--- config.mk ---
export PLATFORM = sky130hd
export DESIGN_NAME = ser_add_top
export DESIGN_NICKNAME = d
export VERILOG_FILES = /design/src/rtl/ser_add_pkg.sv /design/src/rtl/ser_add_ctrl.sv /design/src/rtl/ser_add_shreg.sv /design/src/rtl/ser_add_bitalu.sv /design/src/rtl/ser_add_top.sv
export SDC_FILE = /design/constraint.sdc
export NUM_CORES = 1
export LEC_CHECK = 0
export CORE_AREA = 10 10 76 84
export CTS_BUF_LIST = sky130_fd_sc_hd__clkbuf_4 sky130_fd_sc_hd__clkbuf_8
export CTS_CLUSTER_SIZE = 8
export DETAILED_ROUTE_END_ITERATION = 6
export DIE_AREA = 0 0 86 94
export PLACE_DENSITY = 0.5
export REMOVE_ABC_BUFFERS = 1
export SYNTH_ARGS = -nofsm -noshare
export SYNTH_HDL_FRONTEND = slang
export SYNTH_SLANG_ARGS = --single-unit
--- constraint.sdc ---
create_clock -name clk -period 1.6 [get_ports clk]
set_input_delay 0.32 -clock clk [delete_from_list [all_inputs] [get_ports clk]]
set_output_delay 0.32 -clock clk [all_outputs]
set_load 0.05 [all_outputs]
--- src/rtl/ser_add_pkg.sv ---
package ser_add_pkg;

    typedef enum logic [1:0] {
        ST_IDLE = 2'd0,
        ST_ADD  = 2'd1,
        ST_LOAD = 2'd2
    } op_state_e;

    // mux select encoding shared by the controller and the datapath
    localparam logic SEL_ADD_PATH = 1'b0;
    localparam logic SEL_DATA_IN  = 1'b1;

endpackage

--- src/rtl/ser_add_ctrl.sv ---
module ser_add_ctrl
    import ser_add_pkg::*;
#(
    parameter int WIDTH = 8
) (
    input  logic clk,
    input  logic rst,
    input  logic start_add_i,
    input  logic start_load_i,
    input  logic load_sel_i,
    output logic busy_o,
    output logic done_o,
    output logic shift_a_o,
    output logic shift_b_o,
    output logic mux_a_sel_o,
    output logic mux_b_sel_o,
    output logic clr_carry_o,
    output logic add_step_o,
    output logic last_add_o
);

    localparam int CNT_W = (WIDTH > 1) ? $clog2(WIDTH) : 1;
    localparam logic [CNT_W-1:0] LAST = CNT_W'(WIDTH - 1);

    typedef struct packed {
        op_state_e        state;
        logic [CNT_W-1:0] cnt;
        logic             tgt;
        logic             done;
    } ctrl_t;

    localparam ctrl_t CTRL_RST = '{state: ST_IDLE, cnt: '0, tgt: 1'b0, done: 1'b0};

    ctrl_t ctrl_d, ctrl_q;

    always_comb begin
        ctrl_d      = ctrl_q;
        ctrl_d.done = 1'b0;
        clr_carry_o = 1'b0;
        unique case (ctrl_q.state)
            ST_IDLE: begin
                if (start_add_i) begin
                    ctrl_d.state = ST_ADD;
                    ctrl_d.cnt   = '0;
                    clr_carry_o  = 1'b1;
                end else if (start_load_i) begin
                    ctrl_d.state = ST_LOAD;
                    ctrl_d.cnt   = '0;
                    ctrl_d.tgt   = load_sel_i;
                end
            end
            default: begin
                ctrl_d.cnt = ctrl_q.cnt + 1'b1;
                if (ctrl_q.cnt == LAST) begin
                    ctrl_d.state = ST_IDLE;
                    ctrl_d.done  = 1'b1;
                end
            end
        endcase
    end

    always_ff @(posedge clk) begin
        if (rst) ctrl_q <= CTRL_RST;
        else     ctrl_q <= ctrl_d;
    end

    always_comb begin
        busy_o      = (ctrl_q.state != ST_IDLE);
        done_o      = ctrl_q.done;
        add_step_o  = (ctrl_q.state == ST_ADD);
        last_add_o  = add_step_o && (ctrl_q.cnt == LAST);
        shift_a_o   = add_step_o || ((ctrl_q.state == ST_LOAD) && !ctrl_q.tgt);
        shift_b_o   = add_step_o || ((ctrl_q.state == ST_LOAD) && ctrl_q.tgt);
        mux_a_sel_o = (ctrl_q.state == ST_LOAD) ? SEL_DATA_IN : SEL_ADD_PATH;
        mux_b_sel_o = (ctrl_q.state == ST_LOAD) ? SEL_DATA_IN : SEL_ADD_PATH;
    end

    AST_DONE_NOT_BUSY: assert property (@(posedge clk) disable iff (rst)
        done_o |-> !busy_o);
    AST_DONE_SINGLE: assert property (@(posedge clk) disable iff (rst)
        done_o |=> !done_o);
    AST_COUNT_STEP: assert property (@(posedge clk) disable iff (rst)
        (busy_o && ctrl_q.cnt != LAST) |=> (busy_o && ctrl_q.cnt == $past(ctrl_q.cnt) + 1'b1));
    AST_REQ_IGNORED: assert property (@(posedge clk) disable iff (rst)
        (busy_o && ctrl_q.cnt != LAST) |=> ($stable(ctrl_q.tgt) && ctrl_q.state == $past(ctrl_q.state)));
    AST_ADD_PRIORITY: assert property (@(posedge clk) disable iff (rst)
        (!busy_o && start_add_i) |=> add_step_o);

endmodule

--- src/rtl/ser_add_shreg.sv ---
module ser_add_shreg #(
    parameter int WIDTH = 8
) (
    input  logic clk,
    input  logic rst,
    input  logic shift_i,
    input  logic sin_i,
    output logic lsb_o
);

    typedef struct packed {
        logic [WIDTH-1:0] bits;
    } sr_t;

    sr_t sr_d, sr_q;

    always_comb begin
        sr_d = sr_q;
        if (shift_i) begin
            if (WIDTH > 1) sr_d.bits = {sin_i, sr_q.bits[WIDTH-1:1]};
            else           sr_d.bits = sin_i;
        end
    end

    always_ff @(posedge clk) begin
        if (rst) sr_q <= '0;
        else     sr_q <= sr_d;
    end

    assign lsb_o = sr_q.bits[0];

    AST_HOLD_WHEN_IDLE: assert property (@(posedge clk) disable iff (rst)
        !shift_i |=> $stable(sr_q.bits));
    AST_SIN_TO_MSB: assert property (@(posedge clk) disable iff (rst)
        shift_i |=> (sr_q.bits[WIDTH-1] == $past(sin_i)));

endmodule

--- src/rtl/ser_add_bitalu.sv ---
module ser_add_bitalu (
    input  logic clk,
    input  logic rst,
    input  logic a_bit_i,
    input  logic b_bit_i,
    input  logic clr_carry_i,
    input  logic step_i,
    input  logic last_i,
    output logic sum_o,
    output logic ovf_o
);

    typedef struct packed {
        logic carry;
        logic ovf;
    } alu_t;

    alu_t alu_d, alu_q;
    logic cout;

    always_comb begin
        sum_o = a_bit_i ^ b_bit_i ^ alu_q.carry;
        cout  = (a_bit_i & b_bit_i) | (alu_q.carry & (a_bit_i ^ b_bit_i));
        alu_d = alu_q;
        if (clr_carry_i) begin
            alu_d.carry = 1'b0;
            alu_d.ovf   = 1'b0;
        end else if (step_i) begin
            alu_d.carry = cout;
            if (last_i) alu_d.ovf = cout;
        end
    end

    always_ff @(posedge clk) begin
        if (rst) alu_q <= '0;
        else     alu_q <= alu_d;
    end

    assign ovf_o = alu_q.ovf;

    AST_CARRY_CLEARED: assert property (@(posedge clk) disable iff (rst)
        clr_carry_i |=> (alu_q.carry == 1'b0 && ovf_o == 1'b0));
    AST_OVF_HELD: assert property (@(posedge clk) disable iff (rst)
        (!clr_carry_i && !last_i) |=> $stable(ovf_o));

endmodule

--- src/rtl/ser_add_top.sv ---
module ser_add_top
    import ser_add_pkg::*;
#(
    parameter int WIDTH = 8
) (
    input  logic clk,
    input  logic rst,
    input  logic start_add,
    input  logic start_load,
    input  logic load_sel,
    input  logic din,
    output logic a_lsb,
    output logic b_lsb,
    output logic busy,
    output logic done,
    output logic ovf
);

    logic shift_a, shift_b, mux_a_sel, mux_b_sel;
    logic clr_carry, add_step, last_add;
    logic sum_bit, a_sin, b_sin;

    ser_add_ctrl #(.WIDTH(WIDTH)) u_ctrl (
        .clk         (clk),
        .rst         (rst),
        .start_add_i (start_add),
        .start_load_i(start_load),
        .load_sel_i  (load_sel),
        .busy_o      (busy),
        .done_o      (done),
        .shift_a_o   (shift_a),
        .shift_b_o   (shift_b),
        .mux_a_sel_o (mux_a_sel),
        .mux_b_sel_o (mux_b_sel),
        .clr_carry_o (clr_carry),
        .add_step_o  (add_step),
        .last_add_o  (last_add)
    );

    // serial-input multiplexers: add path feeds sum to A, recirculates B
    assign a_sin = (mux_a_sel == SEL_DATA_IN) ? din : sum_bit;
    assign b_sin = (mux_b_sel == SEL_DATA_IN) ? din : b_lsb;

    ser_add_shreg #(.WIDTH(WIDTH)) u_reg_a (
        .clk    (clk),
        .rst    (rst),
        .shift_i(shift_a),
        .sin_i  (a_sin),
        .lsb_o  (a_lsb)
    );

    ser_add_shreg #(.WIDTH(WIDTH)) u_reg_b (
        .clk    (clk),
        .rst    (rst),
        .shift_i(shift_b),
        .sin_i  (b_sin),
        .lsb_o  (b_lsb)
    );

    ser_add_bitalu u_alu (
        .clk        (clk),
        .rst        (rst),
        .a_bit_i    (a_lsb),
        .b_bit_i    (b_lsb),
        .clr_carry_i(clr_carry),
        .step_i     (add_step),
        .last_i     (last_add),
        .sum_o      (sum_bit),
        .ovf_o      (ovf)
    );

    AST_BUSY_FROM_REQ: assert property (@(posedge clk) disable iff (rst)
        $rose(busy) |-> $past(start_add || start_load));
    AST_OVF_ONLY_AT_END: assert property (@(posedge clk) disable iff (rst)
        (!busy && !start_add) |=> $stable(ovf));

endmodule

## Yosys cells after proc, flatten, opt, wreduce, memory -nomap -nowiden

Index checks and enable logic that the tools add are counted.

| word-level totals | value |
|---|---|
| input port bits | 6 |
| register bits | 25 |

| cells by class | value |
|---|---|
| add/subtract/negate cells | 1 |
| eq/ne operators | 4 |
| reductions and logical operators | 14 |
| multiplexer cells | 10 |
| bitwise logic cells | 6 |

Operator list:

| cell | number |
|---|---|
| $mux W5 | 2 |
| $mux W1 | 6 |
| $mux W6 | 1 |
| $reduce_and A2 Y1 | 2 |
| $reduce_bool A2 Y1 | 2 |
| $reduce_or A2 Y1 | 2 |
| $add A3 B1 Y3 const B | 1 |
| $eq A3 B3 Y1 const B | 1 |
| $logic_and A1 B1 Y1 | 3 |
| $ne A3 B3 Y1 const B | 1 |
| $reduce_and A3 Y1 | 1 |
| $and A1 B1 Y1 | 2 |
| $eq A2 B1 Y1 const B | 1 |
| $eq A2 B2 Y1 const B | 1 |
| $logic_not A2 Y1 | 1 |
| $logic_or A1 B1 Y1 | 2 |
| $mux W2 | 1 |
| $xor A1 B1 Y1 | 2 |
| $logic_not A1 Y1 | 1 |
| $not A1 Y1 | 1 |
| $or A1 B1 Y1 | 1 |

## Logic depth before layout (Yosys ltp)

Gate-level depths: netlist of the first run.

| logic depth | value |
|---|---|
| depth after elaboration | 3 |
| gate-level depth with buffers | 5 |

## Modules after synthesis

A second synthesis of the first run with hierarchy kept.

| second synthesis, totals | value |
|---|---|
| cells, all modules | 102 |
| area total of the unflattened synthesis | 1076.0 sq um |

By module, submodules not included:

| module | sequential area each (sq um) | instances | area an instance (sq um) | cells an instance |
|---|---|---|---|---|
| ser_add_shreg | 160.2 | 2 | 285.3 | 26 |
| ser_add_ctrl | 140.1 | 1 | 376.6 | 40 |
| ser_add_bitalu | 40.0 | 1 | 102.6 | 8 |
| ser_add_top | 0.0 | 1 | 26.3 | 2 |

## Least setup slack after synthesis of the first run

No wires, ideal clock.

| path | value |
|---|---|
| path type | reg-to-reg |
| start | register u_reg_b.sr_q[0] (netlist name) |
| end | register u_reg_a.sr_q[7] (netlist name) |
| required time | 1.475 ns |
| path buffers | 0 |
| arrival | 1.360 ns |
| setup slack | 0.115 ns |
| period minus slack after synthesis | 1.485 ns |
| stages on the path, launching flop included | 4 |
| cells stage by stage | dfxtp_1 fa_1 a21oi_1 a211oi_1 |

| between the ends | value |
|---|---|
| longest elaborated chain between the ends | 3 |

Ends and longest elaborated chain:

| what | RTL line | RTL |
|---|---|---|
| start: declaration | ser_add_shreg.sv:15 | `sr_t sr_d, sr_q;` |
| start signal: assignment | ser_add_shreg.sv:27 | `else sr_q <= sr_d;` |
| $xor A1 B1 Y1 (2 in series) | ser_add_bitalu.sv:22 | `sum_o = a_bit_i ^ b_bit_i ^ alu_q.carry;` |
| $mux W1 | ser_add_top.sv:41 | `assign a_sin = (mux_a_sel == SEL_DATA_IN) ? din : sum_bit;` |
| end signal: assignment | ser_add_shreg.sv:27 |  |
| end: declaration | ser_add_shreg.sv:15 |  |

Every way passes these cells.
A chain may end at the register's enable or synchronous reset.

## Worst setup path after layout of the first run

| path | value |
|---|---|
| start | register u_ctrl.ctrl_q[5] (netlist name) |
| end | output port busy |

| between the ends | value |
|---|---|
| longest elaborated chain between the ends | 1 |

Ends and longest elaborated chain:

| what | RTL line | RTL |
|---|---|---|
| start: declaration | ser_add_ctrl.sv:34 | `ctrl_t ctrl_d, ctrl_q;` |
| start signal: assignment | ser_add_ctrl.sv:64 | `else ctrl_q <= ctrl_d;` |
| $reduce_bool A2 Y1 | ser_add_ctrl.sv:68 | `busy_o = (ctrl_q.state != ST_IDLE);` |
| end: declaration | ser_add_top.sv:14 | `output logic busy,` |

Every way passes these cells.

==> insert_results.sql, run 1 <==
INSERT INTO impl_metrics (metric_group, metric, value, unit) VALUES
('clocking', 'clkTransAtPathRegs', '0.08', 'ns'),
('pwr', 'power', '1.23', 'mW'),
('detailed_routing', 'drt_iter0_drc', '42', ''),
('clocking', 'cts_made_buffers', '3', ''),
('synthesis', 'area_share_of_xor_xnor_cells_in_the_synthesized_design', '0', '%'),
('critical_path', 'worst_setup_path_endpoint', 'busy', ''),
('timing', 'finalCritPeriodShare', '93.0', '%'),
('clocking', 'htreeDepth', '1', ''),
('pwr', 'net_switching_power', '295', 'µW'),
('critical_path', 'critPathCaptureType', 'output pin', ''),
('critical_path', 'critical_path_cell_list', 'nor2_1 > inv_1 > buf_12', ''),
('pwr', 'power_density', '900', 'nW/µm²'),
('timing', 'timing.setup.tns', '0', 'ns'),
('floorplanning', 'core_region_area', '4650', 'µm²'),
('layout', 'n_antenna_cell', '0', ''),
('pwr', 'leakagePower', '0.583', 'nW'),
('placement', 'gp_routability_congestion', '0.816', ''),
('detailed_routing', 'drt_first_pass_iters', '4', ''),
('clocking', 'ctsResizeCount', '1', ''),
('timing', 'fin_clk_skew', '0.00129', 'ns'),
('critical_path', 'timing.rr.end', 'u_reg_b.sr_q[7]', ''),
('timing', 'timing.final.crit_period', '1.49', 'ns'),
('synthesis', 'synth.mux.area_fraction', '13.3', '%'),
('pwr', 'pwr-share-clk', '30.6', '%'),
('critical_path', 'crit_fanout', '8', ''),
('synthesis', 'post-synth-top-area-fraction', '44.3', '%'),
('grt', 'grt_first_pass_wirelength', '3370', 'µm'),
('detailed_routing', 'drc', '0', ''),
('critical_path', 'path_buf_inv', '2', ''),
('floorplanning', 'io_pins', '11', ''),
('synthesis', 'yosys_register_bits', '25', ''),
('clocking', 'clock_latency', '0.26', 'ns'),
('synthesis', 'yosys-top-cells-area', 'sky130_fd_sc_hd__dfxtp_1, sky130_fd_sc_hd__mux2i_1, sky130_fd_sc_hd__nand2b_1', ''),
('synthesis', 'synth_top_family_by_area', 'simple AND/OR/NAND/NOR gates', ''),
('pwr', 'power_report.internal_total', '934', 'µW'),
('floorplanning', 'die-area', '8080', 'µm²'),
('layout', 'nFillCells', '482', ''),
('critical_path', 'timing.reg2reg.setup_slack', '0.28', 'ns'),
('critical_path', 'cp-start-kind', 'flip-flop', ''),
('pwr', 'power.sequential.fraction', '53.7', '%'),
('grt', 'globalRoute.totalOverflow', '0', ''),
('placement', 'place.port_buffers', '10', ''),
('synthesis', 'netlist.top_cell.by_area', 'sky130_fd_sc_hd__dfxtp_1', ''),
('synthesis', 'yosysSeqAreaShare', '44.3', '%'),
('clocking', 'ctsHoldBuffers', '0', ''),
('timing', 'grt_setup_unrepaired', 'no', ''),
('synthesis', 'share_of_synthesized_registers_carrying_an_async_set_or_reset', '0', '%'),
('outcome', 'outcome', 'finished, final reports clean', ''),
('timing', 'worstMarginPinSlew', '0.326', 'ns'),
('grt', 'antenna_violations_before_repair', '0', ''),
('pwr', 'combinationalPowerShare', '15.8', '%'),
('detailed_routing', 'ant_nets', '0', ''),
('synthesis', 'synthSimpleGateAreaFrac', '26.2', '%'),
('layout', 'final_core_util', '29.4', '%'),
('timing', 'max_slew_margin', '78.1', '%'),
('grt', 'first_global_vias', '764', ''),
('pwr', 'power_switching_share', '24.0', '%'),
('hold_path', 'hp-class', 'reg -> reg', ''),
('synthesis', 'synth.avg_cell_area', '10.9', 'µm²'),
('synthesis', 'synthesis.area', '1130', 'µm²'),
('grt', 'largest_net_degree_at_the_start_of_global_routing', '28', ''),
('critical_path', 'timing_worst_setup_path_type', 'reg -> out', ''),
('critical_path', 'r2r_cells', '3', ''),
('layout', 'drive_above_1_share', '19.0', '%'),
('clocking', 'post-cts-setup-buffer-count', '0', ''),
('grt', 'track_usage', '5.08', '%'),
('clocking', 'tritoncts', 'built', ''),
('critical_path', 'worst_ep_required_time', '1.28', 'ns'),
('detailed_routing', 'routed-via-count', '748', ''),
('synthesis', 'synth-compound-area-share', '7.43', '%'),
('detailed_routing', 'avgViaCountPerCell', '4.35', '');
[worst min-delay path by stage]
stage	slack, ns	endpoint	from	cells past startpoint
final	0.47	u_reg_b.sr_q[7]	u_reg_b.sr_q[7]	2
after global routing	0.50	u_reg_a.sr_q[6]	u_reg_a.sr_q[7]	2
after CTS	0.47	u_reg_b.sr_q[7]	u_reg_b.sr_q[7]	2
after detailed placement	0.46	u_reg_b.sr_q[7]	u_reg_b.sr_q[7]	2
after global placement	0.46	u_reg_b.sr_q[7]	u_reg_b.sr_q[7]	2
after floorplan	0.38	u_reg_b.sr_q[7]	rst	1
[cells by family (layout without fill, tap and decap cells)]
kind of cell / after synthesis / after routing
adder cells (fa/ha/maj): 3 / 3
AND/OR/NAND/NOR: 40 / 40
AO/OA/AOI/OAI: 13 / 13
flip-flops: 25 / 25
multiplexers: 15 / 15
buffers and inverters: 8 / 20
[layer usage]
layer	GRT usage, %	vias up	wire, µm
met2	8.25	9	962
met1	5.79	355	901
met5	0	-	0
met3	1.65	2	56
li1	-	382	-
met4	2.61	0	32
[metrics by stage]
| stage | std cells | setup slack [ns] | area [µm²] |
|---|---|---|---|
| floorplan | 99 | 0.115 | 1090 |
| global placement | 168 | 0.121 | 1320 |
| detailed placement | 168 | 0.0817 | 1320 |
| CTS | 172 | 0.0909 | 1370 |
| global route | 172 | 0.00805 | 1370 |
| finish | 172 | 0.111 | 1370 |
[layout by cell type (no fill, tap or decap), types with 2 or more instances in the layout]
master and instances:
sky130_fd_sc_hd__nand2b_1 16, sky130_fd_sc_hd__buf_12 4, sky130_fd_sc_hd__o21ai_0 3, sky130_fd_sc_hd__buf_4 4, sky130_fd_sc_hd__dfxtp_1 24, sky130_fd_sc_hd__clkbuf_8 3
sky130_fd_sc_hd__a21oi_1 5, sky130_fd_sc_hd__nor3_1 3, sky130_fd_sc_hd__ha_1 2, sky130_fd_sc_hd__nand2_1 3, sky130_fd_sc_hd__mux2i_1 15, sky130_fd_sc_hd__a22oi_1 2
sky130_fd_sc_hd__inv_1 3, sky130_fd_sc_hd__clkdlybuf4s50_1 5, sky130_fd_sc_hd__nor2_1 7
[final cells by class]
cell class	instances	area share, %
clock buffer	4	3.57
sequential	25	36.7
timing repair buffer	13	11.7
multi-input combinational	71	42.0
inverter	3	0.824
tap	56	5.13
[sequential cells by signal (all words and copies together), names as in the netlist]
| register | flops |
|---|---|
| u_alu.ovf_o | 1 |
| u_ctrl.done_o | 1 |
| u_reg_b.sr_q | 8 |
| u_ctrl.ctrl_q | 6 |
| u_alu.alu_q | 1 |
| u_reg_a.sr_q | 8 |
[power by group through the flow]
stage	Sequential, mW	Combinational [mW]	Clock [mW]
floorplan	0.675	0.122	0
global placement	0.674	0.192	0
detailed placement	0.674	0.196	0
CTS	0.660	0.196	0.400
global route	0.663	0.211	0.422
finish	0.660	0.194	0.376
[cells in the mapped netlist (2+ instances only)]
cell type	count
sky130_fd_sc_hd__dfxtp_1	25
sky130_fd_sc_hd__nor2_1	7
sky130_fd_sc_hd__a22oi_1	2
sky130_fd_sc_hd__o21ai_0	3
sky130_fd_sc_hd__buf_6	3
sky130_fd_sc_hd__nand2_1	3
sky130_fd_sc_hd__nand2b_1	16
sky130_fd_sc_hd__a21oi_1	5
sky130_fd_sc_hd__inv_1	3
sky130_fd_sc_hd__mux2i_1	15
sky130_fd_sc_hd__ha_1	2
sky130_fd_sc_hd__nor3_1	3
[worst register-to-register path: cells and delay by family (launching register included)]
family          cells  cell delay (ns)
flops               1             0.46
compound gates      2             0.43
simple gates        1             0.32
No activity file was read; power rests on OpenSTA's default activity.
==> run 2: changes to the inputs <==
==> constraint.sdc (replaced) <==
create_clock -name clk -period 1.68 [get_ports clk]
set_input_delay 0.336 -clock clk [delete_from_list [all_inputs] [get_ports clk]]
set_output_delay 0.336 -clock clk [all_outputs]
set_load 0.05 [all_outputs]
==> run 2 against run 1 <==
Total power down 3.8%; global-route usage up 0.23 points; sequential power down 4.4%; worst hold slack better by 0.0011 ns.
==> insert_results.sql, run 2 (same netlist as run 1, synthesis figures left out) <==
INSERT INTO impl_metrics (metric_group, metric, value, unit) VALUES
('clocking', 'max-clock-path-buffers', '2', ''),
('timing', 'timing.final.crit_period', '1.56', 'ns'),
('clocking', 'ctsResizeCount', '1', ''),
('grt', 'grt.met2_usage', '8.31', '%'),
('timing', 'clock.fmax', '0.640', 'GHz'),
('clocking', 'ctsRootBufferMaster', 'sky130_fd_sc_hd__clkbuf_8', ''),
('critical_path', 'data_arrival_time_of_the_critical_path', '1.23', 'ns'),
('pwr', 'leakagePower', '0.575', 'nW'),
('floorplanning', 'number_of_core_rows', '26', ''),
('grt', 'track_usage', '5.31', '%'),
('hold_path', 'hp-class', 'reg -> reg', ''),
('placement', 'placed_cell_area', '1300', 'µm²'),
('timing', 'worstMarginPinSlew', '0.357', 'ns'),
('grt', 'met1_usage', '5.93', '%'),
('placement', 'gp_routability_congestion', '0.802', ''),
('grt', 'antenna_violations_before_repair', '0', ''),
('timing', 'timing_max_transition_violations_final', '0', ''),
('detailed_routing', 'drt-total-wl', '2050', 'µm'),
('clocking', 'htreeDepth', '1', ''),
('timing', 'final_hold_viol_count', '0', ''),
('layout', 'num-nets-final', '125', ''),
('run', 'maxCapViolCount', '0', ''),
('layout', 'final_common_cell', 'sky130_fd_sc_hd__dfxtp_1', ''),
('critical_path', 'worst_ep_required_time', '1.34', 'ns'),
('outcome', 'outcome', 'finished, final reports clean', ''),
('layout', 'most-common-layout-cells', 'sky130_fd_sc_hd__dfxtp_1, sky130_fd_sc_hd__nand2b_1, sky130_fd_sc_hd__mux2i_1', ''),
('grt', 'top_usage_layer', 'met2', ''),
('grt', 'grt_first_pass_wirelength', '3510', 'µm'),
('placement', 'dp_hpwl', '1500', 'µm'),
('detailed_routing', 'drt_iter0_drc', '42', ''),
('critical_path', 'critPathCaptureType', 'output pin', ''),
('timing', 'timing.setup.tns', '0', 'ns'),
('timing', 'finalCritPeriodShare', '93.0', '%'),
('layout', 'area.growth.synth_to_final', '19.3', '%'),
('grt', 'grt.met3_usage', '1.22', '%'),
('critical_path', 'crit_fanout', '11', ''),
('timing', 'fin_clk_skew', '0.00584', 'ns'),
('detailed_routing', 'routed-via-count', '765', ''),
('critical_path', 'timing_worst_setup_path_type', 'reg -> out', ''),
('detailed_routing', 'drt_first_pass_iters', '4', ''),
('placement', 'place.port_buffers', '10', ''),
('floorplanning', 'io_pins', '11', ''),
('layout', 'n_antenna_cell', '0', ''),
('detailed_routing', 'ant_nets', '0', ''),
('detailed_routing', 'avgViaCountPerCell', '4.47', ''),
('floorplanning', 'fp.dieH', '94', 'µm'),
('floorplanning', 'die_w', '86', 'µm'),
('clocking', 'clkSinkCount', '25', ''),
('grt', 'largest_net_degree_at_the_start_of_global_routing', '28', ''),
('timing', 'grt_setup_unrepaired', 'no', ''),
('clocking', 'tritoncts', 'built', ''),
('floorplanning', 'core_region_area', '4650', 'µm²'),
('grt', 'first_global_vias', '785', ''),
('pwr', 'vdd.ir_drop.worst', '319', 'µV'),
('pwr', 'power_density', '878', 'nW/µm²'),
('layout', 'biggestRegsByFlops', 'u_reg_a.sr_q x8, u_reg_b.sr_q x8, u_ctrl.ctrl_q x6', ''),
('floorplanning', 'floorplan.initialDensity', '24.3', '%'),
('detailed_routing', 'drc', '0', ''),
('timing', 'max_slew_margin', '76.0', '%'),
('layout', 'postLayoutCellArea', '1350', 'µm²'),
('clocking', 'clock_latency', '0.27', 'ns'),
('clocking', 'clkTransAtPathRegs', '0.08', 'ns'),
('layout', 'drive_above_1_share', '18.3', '%'),
('grt', 'globalRoute.totalOverflow', '0', ''),
('clocking', 'cts_made_buffers', '3', ''),
('clocking', 'ctsHoldBuffers', '0', ''),
('critical_path', 'cp-start-kind', 'flip-flop', ''),
('clocking', 'post-cts-setup-buffer-count', '0', ''),
('floorplanning', 'die-area', '8080', 'µm²'),
('detailed_routing', 'post_drt_wl_per_cell', '12.0', 'µm'),
('timing', 'finalSetupViolCount', '0', '');
==> run 2: changes by cell type in the layout (fill, tap and decap cells not counted), sizes merged <==
cell	delta
buf	-1
==> run 2: through the flow <==
step | setup WS [ns] | cells | hold WS, ns | power [mW] | utilization, %
after floorplan | 0.195 | 99 | 0.401 | 0.759 | -
after global placement | 0.187 | 167 | 0.456 | 0.821 | 27.9
after detailed placement | 0.128 | 167 | 0.461 | 0.826 | 27.9
after CTS | 0.104 | 171 | 0.473 | 1.20 | 28.9
after global routing | 0.0229 | 171 | 0.500 | 1.24 | 28.9
final | 0.118 | 171 | 0.468 | 1.18 | 28.9
==> run 2: final timing paths <==
| path | start | to | slack, ns | cells past startpoint |
|---|---|---|---|---|
| setup reg to reg | u_ctrl.ctrl_q[5] | u_reg_b.sr_q[7] | 0.34 | 3 |
| hold reg to reg | u_reg_b.sr_q[7] | u_reg_b.sr_q[7] | 0.47 | 2 |
| setup / recovery | u_ctrl.ctrl_q[6] | busy | 0.12 | 3 |
| hold / removal | u_reg_b.sr_q[7] | u_reg_b.sr_q[7] | 0.47 | 2 |
==> run 2: critical path, stage by stage, from the launching register on <==
cell and delay, ns:
sky130_fd_sc_hd__dfxtp_2 0.50, sky130_fd_sc_hd__nor2_1 0.12, sky130_fd_sc_hd__inv_1 0.17, sky130_fd_sc_hd__buf_12 0.16
==> run 2: where the power goes <==
part	internal, mW	switching [mW]
Sequential	0.610	0.0206
Combinational	0.0921	0.0887
Clock	0.186	0.185
==> run 2: layout make-up <==
type                    instances  area [µm²]
repair buffers                 12         140
multi-input cells              71         574
clock buffers                   4        48.8
flip-flops and latches         25         502
well taps                      56        70.1
fillers                       480        3310
inverters                       3        11.3
==> run 2: metal layers <==
metal,part of all wire [%],vias to the layer above
li1,-,382
met4,2.6,0
met1,45,363
met5,0,-
met3,4.1,4
met2,48,16
==> run 3: changes to the inputs <==
--- a/config.mk
+++ b/config.mk
@@ -5,13 +5,15 @@
 export SDC_FILE = /design/constraint.sdc
 export NUM_CORES = 1
 export LEC_CHECK = 0
-export CORE_AREA = 10 10 76 84
+export CORE_AREA = 10 10 62 69
 export CTS_BUF_LIST = sky130_fd_sc_hd__clkbuf_4 sky130_fd_sc_hd__clkbuf_8
+export CTS_CLUSTER_DIAMETER = 40
 export CTS_CLUSTER_SIZE = 8
 export DETAILED_ROUTE_END_ITERATION = 6
-export DIE_AREA = 0 0 86 94
-export PLACE_DENSITY = 0.5
+export DIE_AREA = 0 0 72 79
+export PLACE_DENSITY = 0.68
 export REMOVE_ABC_BUFFERS = 1
+export SETUP_SLACK_MARGIN = 0.05
 export SYNTH_ARGS = -nofsm -noshare
 export SYNTH_HDL_FRONTEND = slang
 export SYNTH_SLANG_ARGS = --single-unit
==> run 3 against run 2 <==
Final area decreased by 2.8%; global-route usage increased by 1.5 points; critical path type unchanged; combinational power increased by 2%; critical endpoint unchanged; total power decreased by 9.4%; sequential share of layout area increased by 1.2 points; maximum frequency increased by 2.4%.
==> insert_results.sql, run 3 (same netlist as run 1, synthesis figures left out) <==
INSERT INTO impl_metrics (metric_group, metric, value, unit) VALUES
('run', 'maxCapViolCount', '0', ''),
('floorplanning', 'number_of_core_rows', '21', ''),
('critical_path', 'data_arrival_time_of_the_critical_path', '1.19', 'ns'),
('layout', 'postLayoutCellArea', '1310', 'µm²'),
('timing', 'finalCritPeriodShare', '90.8', '%'),
('layout', 'num-nets-final', '126', ''),
('pwr', 'vdd.ir_drop.worst', '515', 'µV'),
('critical_path', 'worst_ep_required_time', '1.34', 'ns'),
('floorplanning', 'die-area', '5690', 'µm²'),
('placement', 'dp_hpwl', '1420', 'µm'),
('placement', 'gp_routability_congestion', '0.768', ''),
('layout', 'biggestRegsByFlops', 'u_reg_a.sr_q x8, u_reg_b.sr_q x8, u_ctrl.ctrl_q x6', ''),
('layout', 'final_common_cell', 'sky130_fd_sc_hd__dfxtp_1', ''),
('floorplanning', 'fp.dieH', '79', 'µm'),
('clocking', 'clock_latency', '0.31', 'ns'),
('critical_path', 'critPathCaptureType', 'output pin', ''),
('timing', 'timing.final.crit_period', '1.52', 'ns'),
('clocking', 'tritoncts', 'built', ''),
('clocking', 'clkTransAtPathRegs', '0.12', 'ns'),
('detailed_routing', 'ant_nets', '0', ''),
('timing', 'fin_worst_hold_slack', '0.476', 'ns'),
('detailed_routing', 'drc', '0', ''),
('detailed_routing', 'post_drt_wl_per_cell', '12.4', 'µm'),
('grt', 'globalRoute.totalOverflow', '0', ''),
('layout', 'most-common-layout-cells', 'sky130_fd_sc_hd__dfxtp_1, sky130_fd_sc_hd__nand2b_1, sky130_fd_sc_hd__mux2i_1', ''),
('placement', 'place.port_buffers', '10', ''),
('pwr', 'leakagePower', '0.573', 'nW'),
('timing', 'timing.setup.tns', '0', 'ns'),
('clocking', 'clkSinkCount', '25', ''),
('pwr', 'power', '1.07', 'mW'),
('layout', 'area.growth.synth_to_final', '16.0', '%'),
('layout', 'drive_above_1_share', '20.7', '%'),
('clocking', 'max-clock-path-buffers', '2', ''),
('critical_path', 'crit_fanout', '9', ''),
('timing', 'grt_setup_unrepaired', 'no', ''),
('grt', 'track_usage', '6.80', '%'),
('grt', 'largest_net_degree_at_the_start_of_global_routing', '28', ''),
('detailed_routing', 'drt_first_pass_iters', '3', ''),
('detailed_routing', 'routed-via-count', '735', ''),
('detailed_routing', 'drt_iter0_drc', '11', ''),
('detailed_routing', 'drt-total-wl', '1860', 'µm'),
('pwr', 'power_density', '818', 'nW/µm²'),
('timing', 'fin_clk_skew', '0.00370', 'ns'),
('placement', 'placed_cell_area', '1280', 'µm²'),
('floorplanning', 'floorplan.initialDensity', '38.4', '%'),
('floorplanning', 'die_w', '72', 'µm'),
('clocking', 'ctsRootBufferMaster', 'sky130_fd_sc_hd__clkbuf_4', ''),
('clocking', 'htreeDepth', '1', ''),
('critical_path', 'timing_worst_setup_path_type', 'reg -> out', ''),
('timing', 'max_slew_margin', '76.7', '%'),
('timing', 'final_hold_viol_count', '0', ''),
('timing', 'clock.fmax', '0.656', 'GHz'),
('critical_path', 'cp-start-kind', 'flip-flop', ''),
('clocking', 'cts_made_buffers', '3', ''),
('layout', 'n_antenna_cell', '0', ''),
('grt', 'antenna_violations_before_repair', '0', ''),
('floorplanning', 'io_pins', '11', ''),
('timing', 'timing_max_transition_violations_final', '0', ''),
('timing', 'worstMarginPinSlew', '0.346', 'ns'),
('timing', 'finalSetupViolCount', '0', ''),
('floorplanning', 'core_region_area', '2940', 'µm²'),
('hold_path', 'hp-class', 'reg -> reg', ''),
('detailed_routing', 'avgViaCountPerCell', '4.90', ''),
('grt', 'grt_first_pass_wirelength', '3190', 'µm'),
('outcome', 'outcome', 'finished, final reports clean', ''),
('grt', 'first_global_vias', '791', ''),
('layout', 'nFillCells', '296', '');
==> run 3: cell count changes in the layout (fill, tap and decap cells not counted), sizes merged <==
cell	delta
clkbuf	-1
clkinv	+1
buf	+1
==> run 3: layout make-up <==
type,count,area [µm²],share of cell area (%)
multi-input cells,71,577,44.1
flip-flops and latches,25,503,38.4
repair buffers,13,148,11.3
well taps,34,42.5,3.25
clock buffers,3,22.5,1.72
inverters,3,11.3,0.860
clock inverters,1,5.00,0.382
==> run 3: power by group <==
part / internal [mW] / total, mW / switching, mW
clock network: 0.0891 / 0.255 / 0.166
registers: 0.611 / 0.631 / 0.0194
logic: 0.0947 / 0.185 / 0.0901
==> run 3: path summary, 6_finish.rpt <==
| kind | from | endpoint | slack (ns) | depth (start not counted) |
|---|---|---|---|---|
| setup reg to reg | u_ctrl.ctrl_q[6] | u_ctrl.ctrl_q[1] | 0.39 | 4 |
| hold reg to reg | u_reg_b.sr_q[7] | u_reg_b.sr_q[7] | 0.48 | 2 |
| hold / removal | u_reg_b.sr_q[7] | u_reg_b.sr_q[7] | 0.48 | 2 |
| setup / recovery | u_ctrl.ctrl_q[6] | busy | 0.16 | 3 |
==> run 3: metal layers <==
layer	part of all wire (%)	GRT usage, %	wire [µm]	up-vias
met5	0	0	0	-
met4	2.4	4.65	44	0
met3	5.2	2.49	96	4
met2	46	11.0	852	13
met1	47	7.16	868	336
li1	-	-	-	382
==> run 3: metrics by stage <==
stage | std cells | util [%] | setup slack (ns)
floorplan | 99 | - | 0.195
global placement | 146 | 43.4 | 0.206
detailed placement | 146 | 43.4 | 0.100
CTS | 150 | 44.3 | 0.100
global route | 150 | 44.5 | 0.0826
finish | 150 | 44.5 | 0.155
==> run 3: repair_timing <==
| action | in CTS | in global routing |
|---|---|---|
| setup buffers | 0 | 0 |
| hold buffers | 0 | 0 |
| pin swaps | 0 | 0 |
| gates resized for setup | 1 | 2 |
| endpoints found under the setup margin | 1 | 1 |
==> run 3: worst max-delay path, cell delays in order (launching register included) <==
cell and delay (ns):
sky130_fd_sc_hd__dfxtp_2 0.48, sky130_fd_sc_hd__nor2_2 0.08, sky130_fd_sc_hd__inv_1 0.16, sky130_fd_sc_hd__buf_12 0.16
